[src/rtl/uart_irq_pkg.sv]
package uart_irq_pkg;
  localparam int ID_W  = 4;
  localparam int N_SRC = 5;

  // source index doubles as priority rank: 0 is served first
  localparam int SRC_LS   = 0;
  localparam int SRC_TMO  = 1;
  localparam int SRC_RDY  = 2;
  localparam int SRC_THRE = 3;
  localparam int SRC_MS   = 4;

  localparam logic [ID_W-1:0] ID_LS   = 4'b0110;
  localparam logic [ID_W-1:0] ID_TMO  = 4'b1100;
  localparam logic [ID_W-1:0] ID_RDY  = 4'b0100;
  localparam logic [ID_W-1:0] ID_THRE = 4'b0010;
  localparam logic [ID_W-1:0] ID_MS   = 4'b0000;
  localparam logic [ID_W-1:0] ID_NONE = 4'b0001;

  function automatic logic [ID_W-1:0] src_code(input int idx);
    case (idx)
      SRC_LS:   return ID_LS;
      SRC_TMO:  return ID_TMO;
      SRC_RDY:  return ID_RDY;
      SRC_THRE: return ID_THRE;
      default:  return ID_MS;
    endcase
  endfunction
endpackage

[src/rtl/uart_irq_thre_latch.sv]
module uart_irq_thre_latch (
  input  logic clk,
  input  logic rst_n,
  input  logic thr_empty,
  input  logic tx_wr,
  input  logic rd_clr,
  output logic pend
);
  logic te_q;
  logic te_rise;

  assign te_rise = thr_empty && !te_q;

  always_ff @(posedge clk or negedge rst_n) begin
    if (!rst_n) begin
      te_q <= 1'b0;
      pend <= 1'b0;
    end else begin
      te_q <= thr_empty;
      if (te_rise)
        pend <= 1'b1;
      else if (tx_wr || rd_clr)
        pend <= 1'b0;
    end
  end

  AST_THRE_SET: assert property (@(posedge clk) disable iff (!rst_n)
    te_rise |=> pend);
  AST_THRE_WR_CLR: assert property (@(posedge clk) disable iff (!rst_n)
    (tx_wr && !te_rise) |=> !pend);
  AST_THRE_HOLD: assert property (@(posedge clk) disable iff (!rst_n)
    (!tx_wr && !rd_clr && !te_rise) |=> $stable(pend));
endmodule

[src/rtl/uart_irq_prio_enc.sv]
module uart_irq_prio_enc
  import uart_irq_pkg::*;
#(
  parameter int NS = N_SRC,
  parameter int IW = ID_W
) (
  input  logic [NS-1:0] req,
  output logic [IW-1:0] id,
  output logic          any
);
  always_comb begin
    id = ID_NONE;
    // walk from lowest rank upward so the highest-priority request wins
    for (int i = NS - 1; i >= 0; i--) begin
      if (req[i]) id = src_code(i);
    end
  end

  assign any = |req;

  always_comb begin
    if (any) assert (id[0] == 1'b0);
  end
endmodule

[src/rtl/uart_irq_ident.sv]
module uart_irq_ident
  import uart_irq_pkg::*;
(
  input  logic             clk,
  input  logic             rst_n,
  input  logic [N_SRC-1:0] irq_en,
  input  logic             lsr_flag,
  input  logic             rx_ready,
  input  logic             rx_timeout,
  input  logic             thr_empty,
  input  logic             msr_flag,
  input  logic             tx_wr,
  input  logic             stat_rd,
  output logic [ID_W-1:0]  int_id,
  output logic             irq
);
  logic [N_SRC-1:0] raw;
  logic [N_SRC-1:0] masked;
  logic             thre_pend;
  logic             rd_clr;
  logic [ID_W-1:0]  id_nxt;
  logic             any_nxt;

  assign raw[SRC_LS]   = lsr_flag;
  assign raw[SRC_TMO]  = rx_timeout;
  assign raw[SRC_RDY]  = rx_ready;
  assign raw[SRC_THRE] = thre_pend;
  assign raw[SRC_MS]   = msr_flag;

  for (genvar g = 0; g < N_SRC; g++) begin : g_mask
    assign masked[g] = raw[g] & irq_en[g];
  end

  // the read only retires the transmitter event if that is what it saw
  assign rd_clr = stat_rd && (int_id == ID_THRE);

  uart_irq_thre_latch u_thre (
    .clk       (clk),
    .rst_n     (rst_n),
    .thr_empty (thr_empty),
    .tx_wr     (tx_wr),
    .rd_clr    (rd_clr),
    .pend      (thre_pend)
  );

  uart_irq_prio_enc #(.NS(N_SRC), .IW(ID_W)) u_enc (
    .req (masked),
    .id  (id_nxt),
    .any (any_nxt)
  );

  always_ff @(posedge clk or negedge rst_n) begin
    if (!rst_n) begin
      int_id <= ID_NONE;
      irq    <= 1'b0;
    end else begin
      int_id <= id_nxt;
      irq    <= any_nxt;
    end
  end

  AST_IRQ_MATCHES_ID: assert property (@(posedge clk) disable iff (!rst_n)
    irq == (int_id[0] == 1'b0));
  AST_LS_FIRST: assert property (@(posedge clk) disable iff (!rst_n)
    (lsr_flag && irq_en[SRC_LS]) |=> (int_id == ID_LS));
  AST_TMO_OVER_RDY: assert property (@(posedge clk) disable iff (!rst_n)
    (!(lsr_flag && irq_en[SRC_LS]) && rx_timeout && irq_en[SRC_TMO])
      |=> (int_id == ID_TMO));
  AST_MASKED_IDLE: assert property (@(posedge clk) disable iff (!rst_n)
    (irq_en == '0) |=> (int_id == ID_NONE && !irq));
endmodule

[config.mk]
export PLATFORM = sky130hd
export DESIGN_NAME = uart_irq_ident
export DESIGN_NICKNAME = d
export VERILOG_FILES = /design/src/rtl/uart_irq_pkg.sv /design/src/rtl/uart_irq_thre_latch.sv /design/src/rtl/uart_irq_prio_enc.sv /design/src/rtl/uart_irq_ident.sv
export SDC_FILE = /design/constraint.sdc
export NUM_CORES = 1
export LEC_CHECK = 0
export BUFFER_PORTS_ARGS = -buffer_cell sky130_fd_sc_hd__buf_2
export CAP_MARGIN = 20
export CORE_AREA = 2 2 39 41
export CTS_CLUSTER_DIAMETER = 60
export DETAILED_ROUTE_END_ITERATION = 16
export DIE_AREA = 0 0 41 43
export GPL_ROUTABILITY_DRIVEN = 0
export PLACE_DENSITY = 0.51
export SYNTH_ARGS = -nofsm -noshare
export SYNTH_HDL_FRONTEND = slang
export SYNTH_SLANG_ARGS = --single-unit
[constraint.sdc]
create_clock -name clk -period 0.8 [get_ports clk]
set_input_delay 0.16 -clock clk [delete_from_list [all_inputs] [get_ports clk]]
set_output_delay 0.16 -clock clk [all_outputs]
set_load 0.01 [all_outputs]
Yosys cells after proc, flatten, opt, wreduce, memory -nomap -nowiden. Index checks and enable logic that the tools add are counted.

Eq/ne operators: 1. Multiplexer cells: 7. Bitwise operators: 5. Reduce and logical (&&, ||, !) cells: 6.

Operators by type and width (number): $mux W4 (2); $and A1 B1 Y1 (5); $reduce_or A5 Y1 (1); $eq A4 B2 Y1 const B (1); $mux W1 (3); $mux W3 (1); $logic_and A1 B1 Y1 (2); $mux W2 (1); $reduce_bool A2 Y1 (1); $logic_not A1 Y1 (1); $logic_or A1 B1 Y1 (1).

Register bits after elaboration: 7. Input port bits: 14. Output and inout bits: 5. Logic and storage cells: 23.

Depth between registers and ports, before layout. Gate-level depths: netlist of the first run.

Depth in word-level cells: 6. Mapped depth: 3. Mapped depth without buffers: 3.

Hierarchy. Synthesis of the first run repeated with hierarchy kept, for this count alone.

Cells, all modules: 23. Area, all modules: 285.3 um2.

By module, submodules not included: uart_irq_ident (times used 1, cells each 12, area an instance 171.4 um2, seq. area each 126.4 um2); uart_irq_thre_latch (times used 1, cells each 5, area an instance 73.8 um2, seq. area each 50.0 um2); uart_irq_prio_enc (times used 1, cells each 6, area an instance 40.0 um2, seq. area each 0.0 um2).

Worst setup path after synthesis of the first run. Ideal clock, no wire load.

Path type: register to register. Start point: register int_id[0]. End point: register u_thre.pend. Library setup time: 101 ps. Arrival: 764 ps. Data required time: 699 ps. Path slack: -65 ps. Cell stages (with the launch flop): 3. Buffers on the path: 0. Period minus slack after synthesis: 865 ps. Cells stage by stage: dfstp_2 nor2_1 o32ai_1.

Longest elaborated chain between the ends: 4.

RTL lines: from (decl) (line uart_irq_ident.sv:14) `output logic [ID_W-1:0] int_id,`; from (signal assigned) (line uart_irq_ident.sv:57) `int_id <= id_nxt;`; $eq A4 B2 Y1 (line uart_irq_ident.sv:35) `assign rd_clr = stat_rd && (int_id == ID_THRE);`; $logic_and A1 B1 Y1 (line uart_irq_ident.sv:35); $logic_or A1 B1 Y1 (line uart_irq_thre_latch.sv:22) `else if (tx_wr || rd_clr)`; $reduce_bool A2 Y1 (no line); to (signal assigned) (line uart_irq_thre_latch.sv:17) `pend <= 1'b0;`; to (signal assigned) (line uart_irq_thre_latch.sv:21) `pend <= 1'b1;`; to (signal assigned) (line uart_irq_thre_latch.sv:23) `pend <= 1'b0;`; to (decl) (line uart_irq_thre_latch.sv:7) `output logic pend`.

No other way between the ends. A chain may end at the register's enable or synchronous reset.

Worst setup path after layout of the first run.
Start point: register int_id[0]. End point: output port int_id[0].

No word-level cell between the ends.

==> impl_metrics.py, run 1 <==
metrics = {
    "run_status": {
        "status": "finished with violations",
        "violations": "negative setup slack",
    },
    "clock_tree": {
        "cts-root-buf": "clkbuf_4",
        "htree_levels": 1,
        "path_clk_slew_ns": 0.05,
        "cts_tree": "built",
        "clockBufferDepth": 2,
        "cts_sinks": 7,
        "cts_buffers": 3,
        "insertion_delay_ns": 0.24,
    },
    "pwr": {
        "clkPwrFrac": 0.358,
        "p_per_area_mw_per_mm2": 1881,
        "p_comb_frac": 0.163,
        "swShare": 0.2229,
        "leakagePower_nw": 0.2272,
        "ir_worst_vdd_mv": 0.3747,
        "power.switching_mw": 0.1873,
        "p_seq_frac": 0.479,
        "p_total_mw": 0.8404,
        "internal_power_mw": 0.6530,
    },
    "worst_setup_path": {
        "worst-setup-path-type": "reg -> out",
        "arrival_ns": 0.88,
        "critical_path.max_fanout": 2,
        "required_ns": 0.64,
        "critPathTopFamily": "flip-flops",
        "path_cells": "buf_6",
        "endpoint_kind": "output pin",
        "r2r_slack_ns": -0.08,
        "worstPathBufferInverterCount": 1,
        "slowest_stage": "dfstp_2",
        "critPathLaunchType": "register",
        "max_stage_delay_ns": 0.54,
    },
    "routing": {
        "vias": 250,
        "dr_wl_met3_um": 91,
        "met2_length_um": 187,
        "wl_um": 533,
        "drt_iter0_drc": 0,
        "m1WireLength_um": 236,
        "top_layer_used": "met4",
        "post_drt_via_cell_ratio": 4.098,
        "wire_per_inst_um": 8.738,
        "drtPass1Iterations": 1,
        "drc": 0,
        "ant_nets": 0,
    },
    "flow_run": {
        "drv_cap": 0,
    },
    "yosys": {
        "synth.distinct_cells": 13,
        "synth_edf_count": 0,
        "synth_compound_area_frac": 0.1509,
        "synth_seq_cells": 7,
        "synth_top_area_cell": "dfrtp_1",
        "synthSimpleGateAreaFrac": 0.1557,
        "yosys_warnings": 0,
        "syn_nets": 34,
        "synth_top_area_frac": 0.5660,
        "synth-async-reset-ratio": 1.000,
        "ys_seq_area_frac": 0.6651,
        "netlist_area_sq_um": 265.3,
        "synthMuxAreaShare": 0,
        "netlist_instances": 20,
        "syn_area_per_cell_sq_um": 13.26,
        "synthFlopType": "dfrtp_1",
        "synth-xor-area-share": 0,
        "synth_most_common_cell": "dfrtp_1",
        "ys_top_cells_by_count": "dfrtp_1 (6), inv_1 (2), nand2_1 (2)",
        "synthTopCellsByArea": "dfrtp_1 (57%), dfstp_2 (9.9%), a22oi_2 (4.7%)",
        "synth_top_family_by_area": "simple AND/OR/NAND/NOR gates",
        "synthAdderAreaFrac": 0,
    },
    "floorplanning": {
        "start_util": 0.1917,
        "num_rows": 14,
        "die_y_um": 43,
        "dieArea_sq_mm": 0.001763,
        "die_x_um": 41,
        "pin_count": 19,
        "coreArea_sq_mm": 0.001384,
    },
    "cells_and_area": {
        "drive_gt1_frac": 0.6444,
        "nNetsFinal": 60,
        "num-fill-cells": 142,
        "fin_area_sq_um": 446.7,
        "n_antenna_cell": 0,
        "area_growth_pct": 68.40,
        "layout.cells.non_filler": 61,
    },
    "grt": {
        "grt_pass1_wl_um": 883,
        "grt_usage": 0.08418,
        "grt_overflow_total": 0,
        "grt_max_degree": 8,
        "antenna_found_initial": 0,
        "grt_pass1_vias": 252,
    },
    "sta": {
        "rsz0062_at_grt": "true",
        "setup_viol": 7,
        "fin_crit_sh": 1.296,
        "slew_violations": 0,
        "layout_setup_ws_ns": -0.2368,
        "timing_hold_violations_final": 0,
        "min_period_ns": 1.037,
        "worst_pin_slew_ns": 0.1966,
        "fmax_ghz": 0.9645,
        "fin_worst_skew_ns": 0.0007642,
        "maxSlewHeadroom": 0.8689,
        "hold_slack_ns": 0.03861,
    },
    "placed_design": {
        "io_buffers": 18,
        "place_area_sq_um": 390.4,
        "placed_cells": 56,
    },
    "worst_hold_path": {
        "hp-class": "in -> reg",
    },
}
-- cell usage in the layout (no fill, tap or decap) --
master,count
buf_4,2
clkbuf_1,1
buf_6,1
inv_1,2
and3_2,1
dlygate4sd3_1,1
nand4bb_1,1
o32ai_2,1
a221o_1,1
nor2_1,1
a22oi_2,1
a221oi_2,1
nand3_1,1
nand2_1,2
buf_2,17
nand2_2,1
clkbuf_4,3
dfstp_2,1
dfrtp_1,6
-- timing repair --
item	CTS	global route
resized for setup	1	2
endpoints found under the hold margin	7	0
buffers inserted	0	0
pin swaps	0	0
setup endpoints to repair	7	8
hold buffers	1	0
cloned	0	0
-- power by group through the flow --
stage / Clock (mW) / Combinational (mW) / Sequential, mW
after CTS: 0.321 / 0.131 / 0.401
after global placement: 0 / 0.120 / 0.406
after global routing: 0.346 / 0.155 / 0.405
final: 0.301 / 0.137 / 0.403
after detailed placement: 0 / 0.122 / 0.405
after floorplan: 0 / 0.0338 / 0.415
-- layout make-up --
class                           instances  area, sq um  area share
Clock buffer                            4        26.28     0.05882
Inverter                                2        7.507     0.01681
Multi-Input combinational cell         11        95.09      0.2129
Sequential cell                         7        176.4      0.3950
Tap cell                               16        20.02     0.04482
Timing Repair Buffer                   21        121.4      0.2717
-- metrics by stage --
step                TNS (ns)    util  worst slack, ns
detailed placement   -0.3864  0.2821          -0.1539
CTS                  -0.8478  0.3128          -0.2466
floorplan           -0.06477       -         -0.06477
finish               -0.7346  0.3228          -0.2368
global placement     -0.3412  0.2821          -0.1345
global route         -0.9848  0.3228          -0.2795
-- final timing paths --
kind | endpoint | depth (start not counted) | start
min in group asynchronous | irq | 2 | rst_n
min | u_thre.te_q | 1 | thr_empty
min reg2reg | u_thre.pend | 1 | u_thre.te_q
max reg2reg | u_thre.pend | 2 | int_id[0]
max | int_id[0] | 1 | int_id[0]
max in group asynchronous | int_id[0] | 2 | rst_n
-- layer usage --
| layer | vias up | GRT usage |
|---|---|---|
| li1 | 124 | - |
| met1 | 103 | 0.08970 |
| met2 | 21 | 0.1000 |
| met3 | 2 | 0.04712 |
| met4 | 0 | 0.1000 |
| met5 | - | 0 |
-- kinds of logic (layout without fill, tap and decap cells) --
kind of cell / Yosys count / after routing
buffers and inverters: 2 / 27
AO/OA/AOI/OAI: 4 / 4
AND/OR/NAND/NOR: 7 / 7
flip-flops: 7 / 7
-- state kept, by name, summed over array words and instances, names as in the netlist --
signal,count
int_id,4
u_thre.pend,1
irq,1
u_thre.te_q,1
No activity file was read; power rests on OpenSTA's default activity.
==> run 2, diff against run 1 <==
clock period = 0.89 ns   (was 0.8 ns; I/O delays follow)
==> run 2 against run 1 <==
Compared with the run above:
- the run still ends with negative setup slack left
- combinational power decreased by 15%
- total power down 11%
- via count grew 0.40%
- largest power group unchanged
==> impl_metrics.py, run 2 (synthesized netlist as in run 1, its figures left out) <==
metrics = {
    "clock_tree": {
        "insertion_delay_ns": 0.24,
        "cts_tree": "built",
        "cts_sinks": 7,
        "clockBufferDepth": 2,
        "cts-root-buf": "clkbuf_4",
        "htree_levels": 1,
        "path_clk_slew_ns": 0.05,
        "cts_setup_buffers": 0,
        "cts_buffers": 3,
    },
    "floorplanning": {
        "start_util": 0.1917,
        "num_rows": 14,
        "pin_count": 19,
        "dieArea_sq_mm": 0.001763,
        "coreArea_sq_mm": 0.001384,
        "die_x_um": 41,
        "die_y_um": 43,
    },
    "routing": {
        "ant_nets": 0,
        "post_drt_via_cell_ratio": 4.183,
        "vias": 251,
        "drt_iter0_drc": 3,
        "drtPass1Iterations": 4,
        "wl_um": 537,
        "drc": 0,
        "wire_per_inst_um": 8.950,
    },
    "pwr": {
        "p_total_mw": 0.7462,
        "ir_worst_vdd_mv": 0.4700,
        "p_per_area_mw_per_mm2": 1729,
        "leakagePower_nw": 0.2198,
    },
    "placed_design": {
        "dpl_worst_slack_ns": -0.07719,
        "detailed_place_hpwl_um": 464,
        "place_area_sq_um": 382.9,
        "io_buffers": 18,
    },
    "worst_hold_path": {
        "hp-class": "in -> reg",
    },
    "grt": {
        "gr-usage-met2": 0.08750,
        "antenna_found_initial": 0,
        "grt_pass1_wl_um": 855,
        "grt_usage": 0.07927,
        "busiest_layer": "met1",
        "grt_pass1_vias": 246,
        "grt_use_met3": 0.04712,
        "grt_max_degree": 8,
        "gr-usage-met1": 0.09699,
        "grt_overflow_total": 0,
    },
    "cells_and_area": {
        "fin_area_sq_um": 431.7,
        "nNetsFinal": 59,
        "n_antenna_cell": 0,
        "drive_gt1_frac": 0.5909,
        "area_growth_pct": 62.74,
        "regMostFlops": "int_id",
        "mostFrequentLayoutCells": "buf_2 (16), dfrtp_1 (6), clkbuf_4 (3)",
        "largest_register_ffs": 4,
        "final_common_cell": "buf_2",
    },
    "worst_setup_path": {
        "worst-setup-path-type": "reg -> out",
        "slowest_stage": "dfstp_2",
        "critical_path.max_fanout": 2,
        "critPathTopFamily": "flip-flops",
        "arrival_ns": 0.87,
        "worstPathBufferInverterCount": 1,
        "required_ns": 0.71,
        "endpoint_kind": "output pin",
        "critPathLaunchType": "register",
        "max_stage_delay_ns": 0.54,
        "path_cells": "buf_6",
    },
    "sta": {
        "slew_violations": 0,
        "maxSlewHeadroom": 0.8260,
        "fin_worst_skew_ns": 0.001445,
        "hold_slack_ns": 0.06619,
        "fmax_ghz": 0.9527,
        "fin_crit_sh": 1.179,
        "layout_setup_ws_ns": -0.1597,
        "rsz0062_at_grt": "true",
        "timing_hold_violations_final": 0,
        "fin_setup_tns_ns": -0.2964,
        "min_period_ns": 1.050,
        "setup_viol": 6,
        "worst_pin_slew_ns": 0.2610,
    },
    "run_status": {
        "status": "finished with violations",
        "violations": "negative setup slack",
    },
    "flow_run": {
        "drv_cap": 0,
    },
}
run 2: cell count changes in the layout (fill, tap and decap cells not counted), sizes merged:
cell	previous run	this run
buf	20	19
run 2: worst paths after layout:
check	from	end	slack, ns	cells after the start
worst max-delay path	int_id[0]	int_id[0]	-0.16	1
worst min-delay path	thr_empty	u_thre.te_q	0.07	1
max in group asynchronous	rst_n	int_id[0]	0.38	2
min in group asynchronous	rst_n	int_id[2]	0.29	2
worst min register to register	u_thre.te_q	u_thre.pend	0.44	1
worst max register to register	int_id[0]	u_thre.pend	-0.04	2
run 2: where the power goes:
part           internal, mW  switching [mW]
logic                0.0673          0.0492
registers             0.347          0.0140
clock network         0.170          0.0985
run 2: layer usage:
metal / share of wire / up-vias
met2: 0.37 / 23
met3: 0.18 / 2
li1: - / 121
met5: 0 / -
met4: 0.022 / 0
met1: 0.43 / 105
run 2: cell type report:
class                      instances  area, sq um
tap                               16        20.02
inverter                           2        7.507
sequential                         7        176.4
multi-input combinational         11        81.33
clock buffer                       4        26.28
timing repair buffer              20        120.1
fill                             146        952.2
run 2: repair_timing:
action                                  in CTS  in global routing
endpoints found under the setup margin       6                  6
hold buffers                                 1                  0
gates resized for setup                      1                  1
hold endpoints to repair                     7                  0
pin swaps                                    0                  2
run 2: stage by stage:
stage                     cells    util
after CTS                    60  0.3074
after detailed placement     55  0.2767
after global routing         60  0.3119
after floorplan              20       -
after global placement       55  0.2767
final                        60  0.3119
==> run 3, diff against run 2 <==
CELL_PAD_IN_SITES_DETAIL_PLACEMENT = 0   (was unset)
CELL_PAD_IN_SITES_GLOBAL_PLACEMENT = 1   (was unset)
PLACE_DENSITY = 0.63   (was 0.51)
REMOVE_ABC_BUFFERS = 1   (was unset)
==> run 3 against run 2 <==
Compared with the run above:
- the run still ends with negative setup slack left
- combinational power rose by 9%
- clock power rose by 2%
- via count shrank 4.4%
- wire length shrank 2.6%
- sequential cell count unchanged
- fmax grew 0.50%
- die area unchanged
- worst setup slack improved by 0.0052 ns
- sequential power barely moved
- clock skew up 0.0014 ns
- register-to-register slack better by 0.05 ns
- critical path type unchanged
- critical endpoint unchanged
==> impl_metrics.py, run 3 (synthesized netlist as in run 1, its figures left out) <==
metrics = {
    "run_status": {
        "status": "finished with violations",
        "violations": "negative setup slack",
    },
    "routing": {
        "drc": 0,
        "wl_um": 523,
        "post_drt_via_cell_ratio": 3.934,
        "ant_nets": 0,
        "wire_per_inst_um": 8.574,
        "drtPass1Iterations": 2,
        "vias": 240,
        "drt_iter0_drc": 1,
    },
    "floorplanning": {
        "num_rows": 14,
        "start_util": 0.1917,
        "pin_count": 19,
        "coreArea_sq_mm": 0.001384,
        "dieArea_sq_mm": 0.001763,
        "die_y_um": 43,
        "die_x_um": 41,
    },
    "sta": {
        "setup_viol": 5,
        "slew_violations": 0,
        "fin_setup_tns_ns": -0.2405,
        "fin_crit_sh": 1.174,
        "maxSlewHeadroom": 0.8276,
        "min_period_ns": 1.044,
        "rsz0062_at_grt": "true",
        "hold_slack_ns": 0.05864,
        "fin_worst_skew_ns": 0.002889,
        "fmax_ghz": 0.9574,
        "worst_pin_slew_ns": 0.2586,
        "layout_setup_ws_ns": -0.1545,
        "timing_hold_violations_final": 0,
    },
    "pwr": {
        "internal_power_mw": 0.5916,
        "p_total_mw": 0.7604,
        "power.switching_mw": 0.1689,
        "p_comb_frac": 0.167,
        "p_per_area_mw_per_mm2": 1702,
        "clkPwrFrac": 0.359,
        "ir_worst_vdd_mv": 0.6245,
        "leakagePower_nw": 0.2281,
        "p_seq_frac": 0.474,
        "swShare": 0.2221,
    },
    "cells_and_area": {
        "area_growth_pct": 68.40,
        "mostFrequentLayoutCells": "buf_2 (16), dfrtp_1 (6), clkbuf_4 (3)",
        "drive_gt1_frac": 0.6222,
        "fin_area_sq_um": 446.7,
        "n_antenna_cell": 0,
        "nNetsFinal": 60,
        "regMostFlops": "int_id",
        "num-fill-cells": 146,
        "final_common_cell": "buf_2",
        "largest_register_ffs": 4,
    },
    "worst_setup_path": {
        "max_stage_delay_ns": 0.53,
        "endpoint_kind": "output pin",
        "critPathLaunchType": "register",
        "worst-setup-path-type": "reg -> out",
        "critPathTopFamily": "flip-flops",
        "path_cells": "buf_6",
        "slowest_stage": "dfstp_2",
        "arrival_ns": 0.87,
        "worstPathBufferInverterCount": 1,
        "required_ns": 0.71,
        "critical_path.max_fanout": 2,
    },
    "clock_tree": {
        "clockBufferDepth": 2,
        "path_clk_slew_ns": 0.05,
        "cts_buffers": 3,
        "htree_levels": 1,
        "cts-root-buf": "clkbuf_4",
        "cts_setup_buffers": 0,
        "cts_sinks": 7,
        "insertion_delay_ns": 0.24,
        "cts_tree": "built",
    },
    "grt": {
        "grt_max_degree": 8,
        "gr-usage-met2": 0.07188,
        "grt_overflow_total": 0,
        "grt_usage": 0.06701,
        "gr-usage-met1": 0.08333,
        "grt_pass1_wl_um": 717,
        "antenna_found_initial": 0,
        "grt_use_met3": 0.03141,
        "grt_pass1_vias": 189,
        "busiest_layer": "met1",
    },
    "placed_design": {
        "dpl_worst_slack_ns": -0.07674,
        "place_area_sq_um": 390.4,
        "io_buffers": 18,
    },
    "worst_hold_path": {
        "hp-class": "in -> reg",
    },
    "flow_run": {
        "drv_cap": 0,
    },
}
-- run 3: area by class of cell --
| type | instances | area, sq um | share of cell area |
|---|---|---|---|
| timing repair buffer | 21 | 127.6 | 0.2857 |
| multi-input combinational | 11 | 88.84 | 0.1989 |
| tap | 16 | 20.02 | 0.04482 |
| inverter | 2 | 7.507 | 0.01681 |
| clock buffer | 4 | 26.28 | 0.05882 |
| sequential | 7 | 176.4 | 0.3950 |
-- run 3: worst paths after layout --
check / start / endpoint / slack (ns) / cells past startpoint
setup / recovery: int_id[0] / int_id[0] / -0.15 / 1
hold / removal: thr_empty / u_thre.te_q / 0.06 / 1
setup reg to reg: int_id[2] / u_thre.pend / 0.01 / 3
hold reg to reg: u_thre.te_q / u_thre.pend / 0.45 / 1
max in group asynchronous: rst_n / int_id[0] / 0.37 / 2
min in group asynchronous: rst_n / u_thre.pend / 0.30 / 2
-- run 3: routing by layer --
metal  wire length (um)  up-vias  share of wire
met5                  0        -              0
met4                  0        0              0
met3                 69        0           0.13
met2                179       19           0.34
met1                273       97           0.52
li1                   -      124              -
-- run 3: power by group through the flow --
stage,Sequential (mW),Combinational [mW],Clock [mW]
5_1_grt,0.363,0.140,0.304
4_1_cts,0.360,0.120,0.288
2_1_floorplan,0.373,0.0304,0
6_report,0.361,0.127,0.273
3_3_place_gp,0.364,0.111,0
3_5_place_dp,0.364,0.112,0
-- run 3: metrics by stage --
stage,cells,util
floorplan,20,-
global placement,56,0.2821
detailed placement,56,0.2821
CTS,61,0.3128
global route,61,0.3228
finish,61,0.3228
-- run 3: what timing repair did --
| action | in CTS | in global routing |
|---|---|---|
| endpoints found under the hold margin | 7 | 0 |
| setup endpoints to repair | 6 | 6 |
| pin swaps | 0 | 1 |
| hold buffers | 1 | 0 |
| gates resized for setup | 1 | 2 |
